--- config.mk ---
export PLATFORM = sky130hd
export DESIGN_NAME = ow_pullup_seq
export DESIGN_NICKNAME = d
export VERILOG_FILES = /design/src/rtl/ow_pullup_pkg.sv /design/src/rtl/ow_pullup_cnt.sv /design/src/rtl/ow_pullup_ctrl.sv /design/src/rtl/ow_pullup_seq.sv
export SDC_FILE = /design/constraint.sdc
export NUM_CORES = 1
export LEC_CHECK = 0
export BUFFER_PORTS_ARGS = -buffer_cell sky130_fd_sc_hd__buf_4
export CAP_MARGIN = 10
export CORE_MARGIN = 2
export CORE_UTILIZATION = 32
export CTS_CLUSTER_DIAMETER = 150
export DETAILED_ROUTE_END_ITERATION = 6
export GPL_TIMING_DRIVEN = 1
export SYNTH_ARGS = -nofsm -noshare
export SYNTH_HDL_FRONTEND = slang
export SYNTH_SLANG_ARGS = --single-unit
--- constraint.sdc ---
create_clock -name clk -period 4 [get_ports clk]
set_input_delay 0.8 -clock clk [delete_from_list [all_inputs] [get_ports clk]]
set_output_delay 0.8 -clock clk [all_outputs]
set_load 0.005 [all_outputs]
--- src/rtl/ow_pullup_pkg.sv ---
package ow_pullup_pkg;

  typedef enum logic [1:0] {
    ST_IDLE = 2'd0,
    ST_WAIT = 2'd1,
    ST_APU  = 2'd2,
    ST_SPU  = 2'd3
  } seqState_t;

  // strobes from control to the cycle counter
  typedef struct packed {
    logic clr;
    logic inc;
  } cntCtl_t;

endpackage

--- src/rtl/ow_pullup_cnt.sv ---
module ow_pullup_cnt
  import ow_pullup_pkg::*;
#(
  parameter int WIN_STD = 8,
  parameter int WIN_OD  = 3,
  parameter int TMO_CYC = 20
) (
  input  logic    clk,
  input  logic    rstN,
  input  cntCtl_t ctl,
  input  logic    speedOd,
  output logic    winExp,
  output logic    tmoExp
);

  localparam int MAX_CYC = (TMO_CYC > WIN_STD) ?
                           ((TMO_CYC > WIN_OD) ? TMO_CYC : WIN_OD) :
                           ((WIN_STD > WIN_OD) ? WIN_STD : WIN_OD);
  localparam int CNT_W = (MAX_CYC > 1) ? $clog2(MAX_CYC) : 1;
  localparam logic [CNT_W-1:0] LAST_STD = CNT_W'(WIN_STD - 1);
  localparam logic [CNT_W-1:0] LAST_OD  = CNT_W'(WIN_OD - 1);
  localparam logic [CNT_W-1:0] LAST_TMO = CNT_W'(TMO_CYC - 1);
  localparam logic [CNT_W-1:0] LAST_MAX = CNT_W'(MAX_CYC - 1);

  logic [CNT_W-1:0] cycCnt;

  always_ff @(posedge clk) begin
    if (!rstN)        cycCnt <= '0;
    else if (ctl.clr) cycCnt <= '0;
    else if (ctl.inc) cycCnt <= cycCnt + 1'b1;
  end

  always_comb begin
    winExp = (cycCnt == (speedOd ? LAST_OD : LAST_STD));
    tmoExp = (cycCnt == LAST_TMO);
  end

  // the counter is always stopped at the last cycle of a window or timeout
  a_r7_cnt_bound: assert property (@(posedge clk) disable iff (!rstN)
    cycCnt <= LAST_MAX);

  // a clear always lands at zero
  a_r4_clr_zero: assert property (@(posedge clk) disable iff (!rstN)
    ctl.clr |=> (cycCnt == '0));

endmodule

--- src/rtl/ow_pullup_ctrl.sv ---
module ow_pullup_ctrl
  import ow_pullup_pkg::*;
(
  input  logic    clk,
  input  logic    rstN,
  input  logic    apuEn,
  input  logic    spuEn,
  input  logic    releaseEvt,
  input  logic    skipEdge,
  input  logic    aboveThresh,
  input  logic    slotEnd,
  input  logic    cmdStrobe,
  input  logic    winExp,
  input  logic    tmoExp,
  output cntCtl_t ctl,
  output logic    pullupOn,
  output logic    pwrCtlN,
  output logic    spuDone
);

  seqState_t state, nxtState;
  logic      spuDoneQ;

  always_comb begin
    nxtState = state;
    ctl      = '0;
    unique case (state)
      ST_IDLE: if (releaseEvt && apuEn && !skipEdge) begin
        nxtState = ST_WAIT;
        ctl.clr  = 1'b1;
      end
      ST_WAIT: begin
        if (aboveThresh) begin
          nxtState = ST_APU;
          ctl.clr  = 1'b1;
        end else if (tmoExp) begin
          nxtState = ST_IDLE;
        end else begin
          ctl.inc = 1'b1;
        end
      end
      ST_APU: begin
        if (winExp) nxtState = ST_IDLE;
        else        ctl.inc  = 1'b1;
      end
      ST_SPU: if (cmdStrobe) nxtState = ST_IDLE;
      default: nxtState = ST_IDLE;
    endcase
    // an armed strong pullup wins over any assist activity
    if (state != ST_SPU && slotEnd && spuEn) nxtState = ST_SPU;
  end

  always_ff @(posedge clk) begin
    if (!rstN) begin
      state    <= ST_IDLE;
      spuDoneQ <= 1'b0;
    end else begin
      state    <= nxtState;
      spuDoneQ <= (state == ST_SPU) && cmdStrobe;
    end
  end

  always_comb begin
    pullupOn = (state == ST_APU) || (state == ST_SPU);
    pwrCtlN  = (state != ST_SPU);
    spuDone  = spuDoneQ;
  end

  // the done pulse lasts one cycle
  a_r9_done_single: assert property (@(posedge clk) disable iff (!rstN)
    spuDone |=> !spuDone);

  // the done pulse follows the end of strong pullup
  a_r9_done_after_spu: assert property (@(posedge clk) disable iff (!rstN)
    spuDone |-> (pwrCtlN && !pullupOn && $past(!pwrCtlN)));

  // strong pullup holds until a command strobe
  a_r8_spu_hold: assert property (@(posedge clk) disable iff (!rstN)
    (!pwrCtlN && !cmdStrobe) |=> !pwrCtlN);

  // an assist pulse starts only on a sampled threshold crossing
  a_r3_needs_thresh: assert property (@(posedge clk) disable iff (!rstN)
    ($rose(pullupOn) && pwrCtlN) |-> $past(aboveThresh));

  // the external pin is never asserted without the transistor
  a_r8_pin_with_fet: assert property (@(posedge clk) disable iff (!rstN)
    !pwrCtlN |-> pullupOn);

endmodule

--- src/rtl/ow_pullup_seq.sv ---
module ow_pullup_seq
  import ow_pullup_pkg::*;
#(
  parameter int WIN_STD = 8,
  parameter int WIN_OD  = 3,
  parameter int TMO_CYC = 20
) (
  input  logic clk,
  input  logic rstN,
  input  logic apuEn,
  input  logic spuEn,
  input  logic speedOd,
  input  logic releaseEvt,
  input  logic skipEdge,
  input  logic aboveThresh,
  input  logic slotEnd,
  input  logic cmdStrobe,
  output logic pullupOn,
  output logic pwrCtlN,
  output logic spuDone
);

  cntCtl_t cntCtl;
  logic    winExp;
  logic    tmoExp;

  ow_pullup_ctrl ctrl_i (
    .clk        (clk),
    .rstN       (rstN),
    .apuEn      (apuEn),
    .spuEn      (spuEn),
    .releaseEvt (releaseEvt),
    .skipEdge   (skipEdge),
    .aboveThresh(aboveThresh),
    .slotEnd    (slotEnd),
    .cmdStrobe  (cmdStrobe),
    .winExp     (winExp),
    .tmoExp     (tmoExp),
    .ctl        (cntCtl),
    .pullupOn   (pullupOn),
    .pwrCtlN    (pwrCtlN),
    .spuDone    (spuDone)
  );

  ow_pullup_cnt #(
    .WIN_STD(WIN_STD),
    .WIN_OD (WIN_OD),
    .TMO_CYC(TMO_CYC)
  ) cnt_i (
    .clk    (clk),
    .rstN   (rstN),
    .ctl    (cntCtl),
    .speedOd(speedOd),
    .winExp (winExp),
    .tmoExp (tmoExp)
  );

endmodule

==> run_results.csv <==
group,metric,value,unit
run_status,outcome,"finished, final reports clean",
clock_tree,clk_path_buf_depth,2,
worst_setup_path,cp-startpoint,"ctrl_i.state[0]",
synth,syn_nets,84,
sta,worstMarginPinSlew,332,ps
synth,synth_edf_count,0,
floorplan,die-height,47.4,um
power_and_ir_drop,ir_worst_vdd,0.166,mV
grt,overflow,0,
sta,setup_ws,1760,ps
drt,vias,572,
final_layout,regArea,160,um^2
placement,placedCellCount,105,
clock_tree,cts_tree,"yes",
synth,synth.area.top_cells,"dfxtp_1 (27%), ha_1 (12%), nand3_1 (6.7%)",
clock_tree,post_cts_buffers,0,
sta,setup_violations,0,
sta,fin_crit_sh,56.0,%
worst_setup_path,cp.arrival,1440,ps
clock_tree,root_buffer,"clkbuf_4",
placement,io_buffers,12,
placement,routabilityCongestion,0.847,
sta,fin_crit,2240,ps
worst_setup_path,required,3200,ps
clock_tree,cts_resized,0,
floorplan,io_pins,13,
synth,synth-async-reset-ratio,0,%
grt,grt_first_pass_wirelength,2.15,mm
drt,drt_iter0_drc,6,
placement,post_dp_cell_area,723,um^2
drt,drt-pass1-iter-count,4,
power_and_ir_drop,power_density,290,nW/um^2
synth,yosys_warnings,0,
final_layout,fin_util,42.7,%
clock_tree,cts_hold_buf,0,
grt,grtUsageTotal,14.0,%
min_path,hp-class,"register to register",
floorplan,start_util,34.5,%
worst_setup_path,regToRegSetupSlack,2240,ps
sta,rsz0062_at_grt,"no",
synth,syn_area,602,um^2
drt,wl,1.34,mm
final_layout,design_area,746,um^2
final_layout,num_antenna_cells,0,
synth,yosysTopAreaCellShare,26.6,%
drt,drc,0,
synth,synth_top_area_cell,"dfxtp_1",
grt,grt_max_degree,8,
drt,viasPerCell,5.30,
sta,hold_viol,0,
power_and_ir_drop,leakagePower,0.317,nW
placement,dp_hpwl,1.09,mm
sta,tns,0,ps
grt,antenna_found_initial,0,
min_path,hp-start,"cnt_i.cycCnt[3]",
clock_tree,cts-htree-levels,1,
final_layout,multi_input_area,427,um^2
final_layout,fin_nets,101,
worst_setup_path,critPathKind,"register to output pin",
final_layout,fin_cells,108,
floorplan,coreArea,1750,um^2
synth,ys_seq_elements,8,
final_layout,drive_above_1_share,25.3,%
worst_setup_path,worstSetupStartpointType,"register",
worst_setup_path,r2r-start,"ctrl_i.state[1]",
synth,syn_avg_cell_area,8.85,um^2
flow_run,maxCapViolCount,0,
floorplan,dieArea,2240,um^2
grt,grt_pass1_vias,512,
clock_tree,clkLatencyLatePin,250,ps
sta,finalClockSkew,1.02,ps
sta,maxSlewHeadroom,77.9,%
synth,synth_commonest_cells,"dfxtp_1 (8), nand3_1 (8), ha_1 (6)",
clock_tree,path_clk_slew,50,ps
placement,preCtsSetupSlack,2010,ps
synth,ys.flop_type,"dfxtp_1",
sta,timing.fmax,446,MHz
sta,drv_slew,0,
worst_setup_path,critPathCaptureType,"output pin",
clock_tree,cts.sinks,8,
floorplan,fp.dieW,47.4,um
drt,ant_nets,0,
worst_setup_path,cp_max_fo,6,
synth,ys_seq_area_share,26.6,%
synth,synth_cell_types,30,
synth,synthCells,68,
final_layout,num-fill-cells,184,
drt,post_drt_wl_per_cell,12.4,um
floorplan,row_count,15,
final_layout,area_growth_syn_to_layout,23.9,%
clock_tree,cts_buffers,3,
[per-layer routing]
layer | global-route usage (%) | share of wire [%] | vias to the layer above
met5 | 0 | 0 | -
met4 | 3.33 | 1.2 | 0
met3 | 7.31 | 6.6 | 2
met2 | 23.8 | 47 | 17
met1 | 15.4 | 45 | 264
li1 | - | - | 289
[report_power, final]
group	switching [mW]	leakage, nW	internal (mW)	total (mW)
Combinational	0.0351	0.238	0.0312	0.0663
Sequential	0.00481	0.0650	0.0841	0.0889
Clock	0.0266	0.0138	0.0343	0.0609
[final cells by class]
class	instances	share of cell area (%)
multi-input cells	56	57.2
flip-flops and latches	8	21.5
repair buffers	12	12.1
well taps	25	4.19
clock buffers	3	3.02
inverters	4	2.01
[state kept, by name, indices dropped and copies added (netlist names)]
| signal | cells |
|---|---|
| cnt_i.cycCnt | 5 |
| ctrl_i.spuDone | 1 |
| ctrl_i.state | 2 |
[path summary, 6_finish.rpt]
kind,end,cells after the start
setup / recovery,pullupOn,4
setup reg to reg,cnt_i.cycCnt[3],6
hold reg to reg,cnt_i.cycCnt[3],2
hold / removal,cnt_i.cycCnt[3],2
[kinds of logic (layout without fill, tap and decap cells)]
kind of cell / Yosys count / in the layout / synth area share (%)
simple gates: 30 / 30 / 32.0
compound gates: 18 / 18 / 23.1
flops: 8 / 8 / 26.6
fa+ha+maj: 6 / 6 / 12.5
buf+inv: 4 / 19 / 2.49
mux: 2 / 2 / 3.33
[per-stage QoR]
stage / power [mW] / hold WS (ps)
3_5_place_dp: 0.157 / 501
3_3_place_gp: 0.156 / 486
2_1_floorplan: 0.135 / 463
6_report: 0.216 / 505
5_1_grt: 0.234 / 546
4_1_cts: 0.220 / 509
[worst max-delay path, stage by stage, from the launching register on]
cell     delay, ps
dfxtp_1        380
inv_1          100
ha_1           270
or2_2          310
buf_4          130
[placed cells by master, fill, tap and decap left out, types with 3 or more instances in the layout]
cell type and count:
a21o_1 3, a21oi_1 4, dfxtp_1 8, nand2_1 4
ha_1 6, clkbuf_4 3, buf_4 12, inv_1 4
nand3_1 8
No activity file was read; power rests on OpenSTA's default activity.
